`src/rtl/cbm_pkg.sv`:
```
package cbm_pkg;

    typedef enum logic [1:0] {
        PH_IDLE    = 2'd0,
        PH_SETUP   = 2'd1,
        PH_STROBE  = 2'd2,
        PH_RELEASE = 2'd3
    } phase_e;

endpackage

```
`src/rtl/cbm_sequencer.sv`:
```
module cbm_sequencer
    import cbm_pkg::*;
#(
    parameter int STRB_TICKS = 2
) (
    input  logic clk,
    input  logic rst_n,
    input  logic busy_n,
    input  logic dir_write,
    input  logic wr_avail,
    input  logic rd_room,
    output logic tx_ready,
    output logic start_wr,
    output logic cap_rd,
    output logic cs_n,
    output logic rd_n,
    output logic wr_n,
    output logic drive_en
);

    localparam int CNT_W = (STRB_TICKS > 1) ? $clog2(STRB_TICKS) : 1;
    localparam logic [CNT_W-1:0] CNT_LAST = CNT_W'(STRB_TICKS - 1);

    typedef struct packed {
        phase_e           ph;
        logic [CNT_W-1:0] cnt;
        logic             cyc_wr;
        logic             cs_n;
        logic             rd_n;
        logic             wr_n;
        logic             oe;
    } seq_t;

    seq_t seq_d, seq_q;
    logic at_bnd;
    logic rd_go;

    always_comb begin
        seq_d    = seq_q;
        at_bnd   = (seq_q.ph == PH_IDLE) || (seq_q.ph == PH_RELEASE);
        tx_ready = at_bnd && busy_n && dir_write;
        start_wr = tx_ready && wr_avail;
        rd_go    = at_bnd && busy_n && !dir_write && rd_room;
        cap_rd   = (seq_q.ph == PH_STROBE) && (seq_q.cnt == CNT_LAST) && !seq_q.cyc_wr;

        case (seq_q.ph)
            PH_IDLE, PH_RELEASE: begin
                if (start_wr || rd_go) begin
                    seq_d.ph     = PH_SETUP;
                    seq_d.cyc_wr = start_wr;
                end else begin
                    seq_d.ph     = PH_IDLE;
                end
            end
            PH_SETUP: begin
                seq_d.ph  = PH_STROBE;
                seq_d.cnt = '0;
            end
            PH_STROBE: begin
                if (seq_q.cnt == CNT_LAST) begin
                    seq_d.ph = PH_RELEASE;
                end else begin
                    seq_d.cnt = seq_q.cnt + 1'b1;
                end
            end
            default: seq_d.ph = PH_IDLE;
        endcase

        seq_d.cs_n = (seq_d.ph == PH_IDLE);
        seq_d.rd_n = !((seq_d.ph == PH_STROBE) && !seq_d.cyc_wr);
        seq_d.wr_n = !((seq_d.ph == PH_STROBE) && seq_d.cyc_wr);
        seq_d.oe   = (seq_d.ph != PH_IDLE) && seq_d.cyc_wr;
    end

    always_ff @(posedge clk or negedge rst_n) begin
        if (!rst_n) begin
            seq_q <= '{ph: PH_IDLE, cnt: '0, cyc_wr: 1'b0,
                       cs_n: 1'b1, rd_n: 1'b1, wr_n: 1'b1, oe: 1'b0};
        end else begin
            seq_q <= seq_d;
        end
    end

    assign cs_n     = seq_q.cs_n;
    assign rd_n     = seq_q.rd_n;
    assign wr_n     = seq_q.wr_n;
    assign drive_en = seq_q.oe;

endmodule

```
`src/rtl/cbm_tx_path.sv`:
```
module cbm_tx_path #(
    parameter int DATA_W = 8
) (
    input  logic              clk,
    input  logic              rst_n,
    input  logic              start_wr,
    input  logic [DATA_W-1:0] tx_data,
    output logic [DATA_W-1:0] code_out
);

    typedef struct packed {
        logic [DATA_W-1:0] dat;
    } txp_t;

    txp_t txp_d, txp_q;

    always_comb begin
        txp_d = txp_q;
        if (start_wr) begin
            txp_d.dat = tx_data;
        end
    end

    always_ff @(posedge clk or negedge rst_n) begin
        if (!rst_n) begin
            txp_q <= '0;
        end else begin
            txp_q <= txp_d;
        end
    end

    assign code_out = txp_q.dat;

endmodule

```
`src/rtl/cbm_rx_path.sv`:
```
module cbm_rx_path #(
    parameter int DATA_W = 8
) (
    input  logic              clk,
    input  logic              rst_n,
    input  logic              cap_rd,
    input  logic [DATA_W-1:0] code_in,
    input  logic              rx_ready,
    output logic              rx_valid,
    output logic [DATA_W-1:0] rx_data,
    output logic              rd_room
);

    typedef struct packed {
        logic              full;
        logic [DATA_W-1:0] dat;
    } rxp_t;

    rxp_t rxp_d, rxp_q;

    always_comb begin
        rxp_d = rxp_q;
        if (cap_rd) begin
            rxp_d.full = 1'b1;
            rxp_d.dat  = code_in;
        end else if (rx_ready) begin
            rxp_d.full = 1'b0;
        end
        rd_room = !rxp_q.full || rx_ready;
    end

    always_ff @(posedge clk or negedge rst_n) begin
        if (!rst_n) begin
            rxp_q <= '0;
        end else begin
            rxp_q <= rxp_d;
        end
    end

    assign rx_valid = rxp_q.full;
    assign rx_data  = rxp_q.dat;

endmodule

```
`src/rtl/codebus_master.sv`:
```
module codebus_master #(
    parameter int DATA_W     = 8,
    parameter int STRB_TICKS = 2
) (
    input  logic              clk,
    input  logic              rst_n,
    input  logic              dir_write,
    input  logic              tx_valid,
    output logic              tx_ready,
    input  logic [DATA_W-1:0] tx_data,
    output logic              rx_valid,
    input  logic              rx_ready,
    output logic [DATA_W-1:0] rx_data,
    input  logic              busy_n,
    output logic              cs_n,
    output logic              rd_n,
    output logic              wr_n,
    input  logic [DATA_W-1:0] code_in,
    output logic [DATA_W-1:0] code_out,
    output logic              code_oe
);

    logic start_wr;
    logic cap_rd;
    logic rd_room;

    cbm_sequencer #(.STRB_TICKS(STRB_TICKS)) u_seq (
        .clk      (clk),
        .rst_n    (rst_n),
        .busy_n   (busy_n),
        .dir_write(dir_write),
        .wr_avail (tx_valid),
        .rd_room  (rd_room),
        .tx_ready (tx_ready),
        .start_wr (start_wr),
        .cap_rd   (cap_rd),
        .cs_n     (cs_n),
        .rd_n     (rd_n),
        .wr_n     (wr_n),
        .drive_en (code_oe)
    );

    cbm_tx_path #(.DATA_W(DATA_W)) u_tx (
        .clk     (clk),
        .rst_n   (rst_n),
        .start_wr(start_wr),
        .tx_data (tx_data),
        .code_out(code_out)
    );

    cbm_rx_path #(.DATA_W(DATA_W)) u_rx (
        .clk     (clk),
        .rst_n   (rst_n),
        .cap_rd  (cap_rd),
        .code_in (code_in),
        .rx_ready(rx_ready),
        .rx_valid(rx_valid),
        .rx_data (rx_data),
        .rd_room (rd_room)
    );

endmodule

```
`config.mk`:
```
export PLATFORM = sky130hd
export DESIGN_NAME = codebus_master
export DESIGN_NICKNAME = d
export VERILOG_FILES = /design/src/rtl/cbm_pkg.sv /design/src/rtl/cbm_sequencer.sv /design/src/rtl/cbm_tx_path.sv /design/src/rtl/cbm_rx_path.sv /design/src/rtl/codebus_master.sv
export SDC_FILE = /design/constraint.sdc
export NUM_CORES = 1
export LEC_CHECK = 0
export ABC_CLOCK_PERIOD_IN_PS = 4500
export BUFFER_PORTS_ARGS = -buffer_cell sky130_fd_sc_hd__buf_2
export CAP_MARGIN = 20
export CORE_UTILIZATION = 45
export CTS_CLUSTER_DIAMETER = 120
export DETAILED_ROUTE_END_ITERATION = 10
export PLACE_DENSITY = 0.75
export SYNTH_ARGS = -nofsm -noshare
export SYNTH_HDL_FRONTEND = slang
export SYNTH_SLANG_ARGS = --single-unit
```
`constraint.sdc`:
```
create_clock -name clk -period 4.5 [get_ports clk]
set_clock_uncertainty 0.05 [all_clocks]
set_input_delay 0.45 -clock clk [delete_from_list [all_inputs] [get_ports clk]]
set_output_delay 0.45 -clock clk [all_outputs]
set_load 0.1 [all_outputs]
```
* After elaboration in Yosys (flattened, before gate mapping) *
Cells that the tools add are included.

operators by class
  equal/unequal tests = 4
  add/subtract/negate cells = 1
  mux-type cells = 9
  reduce and logical (&&, ||, !) cells = 25

operators with widths
  kind                                                                   number
  1-bit logical AND                                                      10
  2-bit equality test, second input constant                             3
  1-bit zero test                                                        6
  1-bit 2-to-1 mux                                                       6
  2-bit one-hot mux with 3 select lines                                  1
  2-bit nonzero test                                                     3
  2-bit zero test                                                        2
  1-bit logical OR                                                       3
  2-bit by 1-bit equality test with 1-bit output, second input constant  1
  2-bit 2-to-1 mux                                                       1
  1-bit one-hot mux with 2 select lines                                  1
  2-bit OR reduction                                                     1
  1-bit adder, second input constant                                     1

storage, ports and cells
  register bits after elaboration = 25
  input bits = 22
  word-level logic and storage cells = 49

* Longest topological paths before layout *
  word-level depth = 11
  depth in mapped cells = 5
  mapped depth without buffers = 5

* Cells and area by module *
Synthesis repeated with hierarchy kept, for this count alone.

second synthesis, totals
  cells, all modules = 71
  area total of the unflattened synthesis = 1069.8 um2

by module, submodules not included
  module         cells an instance  instances  area an instance (um2)
  cbm_rx_path    20                 1          369.1
  cbm_sequencer  34                 1          369.1
  cbm_tx_path    17                 1          331.6

* Worst setup path after synthesis *
OpenSTA, ideal clock, no wires.

  path kind = register to register
  start = register u_seq.seq_q[6] in the netlist's numbering
  end = register u_tx.txp_q (netlist bit u_tx.code_out[0])
  clock period less this slack = 1730 ps
  path slack = 2770 ps
  cell stages (with the launch flop) = 6
  setup time = 125 ps
  data required time = 4325 ps
  arrival = 1554 ps
  cell sequence = dfrtp_1 -> inv_1 -> ha_1 -> and3_4 -> nand2_8 -> mux2_4

between the ends
  cells in the longest elaborated chain, start to end = 5
  elaborated cells on any way between the ends = 6
  classes of those cells = eq/ne (1); reduce/logical (5)

RTL lines
  element                                                        line                 text
  start: declaration                                             cbm_sequencer.sv:34  seq_t seq_d, seq_q;
  start signal: assignment                                       cbm_sequencer.sv:77  seq_q <= '{ph: PH_IDLE, cnt: '0, cyc_wr: 1'b0,
  start signal: assignment                                       cbm_sequencer.sv:80  seq_q <= seq_d;
  2-bit equality test / 2-bit zero test (equally long branches)  cbm_sequencer.sv:40  at_bnd = (seq_q.ph == PH_IDLE) || (seq_q.ph == PH_RELEASE);
  1-bit logical OR (*)                                           cbm_sequencer.sv:40
  1-bit logical AND (*) (2 in series)                            cbm_sequencer.sv:41  tx_ready = at_bnd && busy_n && dir_write;
  named net tx_ready                                             codebus_master.sv:9  output logic tx_ready,
  1-bit logical AND (*)                                          cbm_sequencer.sv:42  start_wr = tx_ready && wr_avail;
  end signal: assignment                                         cbm_tx_path.sv:28    txp_q <= txp_d;
  end: declaration                                               cbm_tx_path.sv:15    txp_t txp_d, txp_q;

The timed path passes the listed nets; every way through them passes the cells marked *.
A chain may end at the register's enable or synchronous reset.

* Worst setup path after layout *
  start = register u_seq.seq_q[6] in the netlist's numbering
  end = output tx_ready

between the ends
  cells in the longest elaborated chain, start to end = 4
  elaborated cells on any way between the ends = 5
  classes of those cells = eq/ne (1); reduce/logical (4)

RTL lines
  element                                                        line
  2-bit equality test / 2-bit zero test (equally long branches)  cbm_sequencer.sv:40
  1-bit logical OR (*)                                           cbm_sequencer.sv:40
  1-bit logical AND (*) (2 in series)                            cbm_sequencer.sv:41
  end: declaration                                               codebus_master.sv:9

Every way passes the cells marked *; elsewhere a longest branch is shown, timed or not.

==> results.json <==
{
  "final_layout_size_suffix_gt1_share_pct": 65.5,
  "cts_buffer_depth": 2,
  "worstPathArrival_ns": 1.79,
  "max-cap-violations": 0,
  "wl_per_cell_um": 11.8,
  "gp_congestion": 0.782,
  "final_max_slew_viol_count": 0,
  "worst-slew-pin-transition_ns": 0.509,
  "setup.worst_path.start_class": "flip-flop",
  "total_congestion_overflow_after_global_routing": 0,
  "synth_top_family_by_area": "multiplexers",
  "hpwlAfterDp_mm": 1.23,
  "worst_ep_required_time_ns": 4.00,
  "layout_commonest_cell": "sky130_fd_sc_hd__buf_2",
  "vias_in_the_first_global_route": 705,
  "synth_xor_xnor_area_share_pct": 0,
  "tritoncts": "built",
  "cts_max_level": 1,
  "syn-num-nets": 86,
  "endpoint_kind": "output pin",
  "avgViaCountPerCell": 4.86,
  "cts_hold_repair.buffers": 0,
  "detail-route-antenna-nets": 0,
  "cts.sinks": 25,
  "io-pin-count": 44,
  "most-common-layout-cells": "43 x sky130_fd_sc_hd__buf_2, 22 x sky130_fd_sc_hd__dfrtp_1, 8 x sky130_fd_sc_hd__mux2_4, 8 x sky130_fd_sc_hd__mux2_2, 5 x sky130_fd_sc_hd__inv_1",
  "syn-mean-instance-area_sq_um": 15.9,
  "area_delta_synth_final_pct": 27.7,
  "stdcell_count": 137,
  "antenna_cells_inserted": 0,
  "insertion_delay_ns": 0.31,
  "yosysSeqAreaShare_pct": 63.0,
  "synthDistinctLibCells": 19,
  "critical-path-max-stage-delay_ns": 0.43,
  "outcome": "completed",
  "setup_repair_after_global_routing_missed_its_margin": "false",
  "post_synth_adder_cell_area_pct": 1.25,
  "cts_repair_resize_count": 0,
  "placement.io_buffers": 43,
  "grt_start_max_net_pins": 26,
  "clkSlewWorstSetupHoldPaths_ns": 0.13,
  "finalWirelength_mm": 1.62,
  "drc": 0,
  "synthMuxAreaShare_pct": 22.0,
  "cts_root_buf": "sky130_fd_sc_hd__clkbuf_4",
  "floorplan_die_height_um": 49.1,
  "path_cells": "inv_1, ha_1, and3_4, buf_2",
  "fin_nets": 134,
  "final_count_of_negative_setup_slack_endpoints": 0,
  "fp.dieW_um": 49.1,
  "initial_core_util_pct": 49.4,
  "critPathSlowestCell": "sky130_fd_sc_hd__buf_2",
  "grt_antenna_before_repair": 0,
  "vias": 666,
  "first_pass_iters": 2,
  "synthesized_area_sq_um": 1000,
  "timing_worst_setup_path_type": "flip-flop to output pin",
  "ys_warn_count": 0,
  "row_count": 16,
  "timing.setup.tns_ns": 0,
  "number_of_register_bits_inferred_by_synthesis": 25,
  "slew_headroom_pct": 66.1,
  "post-place-cells": 133,
  "cp_max_fo": 7,
  "cts_setup_buffers": 0,
  "drt_iter0_drc": 2,
  "period_needed_ns": 2.29,
  "numCtsBuffers": 3,
  "core_area_sq_mm": 0.00202,
  "fmaxAchievable_mhz": 437,
  "design.die.area_sq_mm": 0.00241,
  "synthCells": 63,
  "post-route-period-util_pct": 50.9,
  "yosys.area_share.simple_pct": 7.38,
  "synth-compound-area-share_pct": 4.51,
  "hp-class": "input port to async pin",
  "grt_pass1_wl_mm": 2.84,
  "global_route.usage.total_pct": 15.8,
  "timing.final.hold_violations": 0
}
-- logic make-up after synthesis --
kind of cell	Yosys count
flops	25
mux	17
simple gates	9
compound gates	6
buf+inv	5
fa+ha+maj	1
-- Yosys cell counts --
library cell,instances,area (sq um)
sky130_fd_sc_hd__a21o_2,1,8.76
sky130_fd_sc_hd__a41o_2,1,11.3
sky130_fd_sc_hd__and2b_2,1,8.76
sky130_fd_sc_hd__and3_4,1,11.3
sky130_fd_sc_hd__dfrtp_1,22,551
sky130_fd_sc_hd__dfstp_2,3,78.8
sky130_fd_sc_hd__ha_1,1,12.5
sky130_fd_sc_hd__inv_1,5,18.8
sky130_fd_sc_hd__mux2_2,8,90.1
sky130_fd_sc_hd__mux2_4,8,120
sky130_fd_sc_hd__mux2i_1,1,10.0
sky130_fd_sc_hd__nand2_1,2,7.51
sky130_fd_sc_hd__nand2_8,1,20.0
sky130_fd_sc_hd__nand2b_1,1,6.26
sky130_fd_sc_hd__nand3_1,2,10.0
sky130_fd_sc_hd__nand3_2,1,10.0
sky130_fd_sc_hd__o21a_1,1,7.51
sky130_fd_sc_hd__o21ai_0,2,10.0
sky130_fd_sc_hd__o31ai_1,1,7.51
-- cell type report --
| class | count | area [sq um] |
|---|---|---|
| well taps | 27 | 33.8 |
| repair buffers | 43 | 215 |
| inverters | 5 | 18.8 |
| clock inverters | 1 | 5.00 |
| flip-flops and latches | 25 | 629 |
| clock buffers | 3 | 22.5 |
| fillers | 169 | 746 |
| multi-input cells | 33 | 352 |
-- worst paths after layout --
| path | start | to | slack (ns) | cells past startpoint |
|---|---|---|---|---|
| max in group asynchronous | rst_n | u_seq.rd_n | 4.01 | 1 |
| worst max register to register | u_seq.seq_q[6] | u_tx.code_out[3] | 2.89 | 5 |
| min in group clk | tx_data[1] | u_tx.code_out[1] | 0.31 | 2 |
| worst min register to register | u_seq.seq_q[4] | u_seq.wr_n | 0.37 | 1 |
| worst min-delay path | rst_n | u_rx.rx_data[2] | 0.03 | 1 |
| worst max-delay path | u_seq.seq_q[6] | tx_ready | 2.21 | 4 |
-- per-stage QoR --
stage          cell area, sq um  hold slack [ns]  utilization [%]  setup slack (ns)
6_report                   1280           0.0348             63.1              2.21
3_3_place_gp               1250            0.368             61.8              2.61
5_1_grt                    1280           0.0564             63.1              2.11
2_1_floorplan              1000            0.104                -              2.77
4_1_cts                    1280           0.0627             63.1              2.21
3_5_place_dp               1250            0.373             61.8              2.58
-- state kept, by name, indices dropped and copies added (netlist names) --
name / flops
u_seq.drive_en: 1
u_seq.wr_n: 1
u_seq.cs_n: 1
u_rx.rx_data: 8
u_seq.rd_n: 1
u_rx.rx_valid: 1
u_tx.code_out: 8
u_seq.seq_q: 4
-- worst max-delay path, delay by kind of cell (launching register included) --
family | cells | cell delay, ns
and+or+nand+nor | 1 | 0.25
buffers and inverters | 2 | 0.48
adders and majority gates | 1 | 0.38
DFF | 1 | 0.37
-- metal layers --
metal | up-vias | global-route usage [%] | part of all wire [%]
met3 | 4 | 3.12 | 5.7
met4 | 0 | 11.3 | 1.9
met2 | 28 | 24.9 | 49
met1 | 321 | 19.2 | 43
li1 | 313 | - | -
met5 | - | 0 | 0
Power is not shown: default switching activity piles up to over one toggle a cycle in this logic, so the estimate is an artifact.
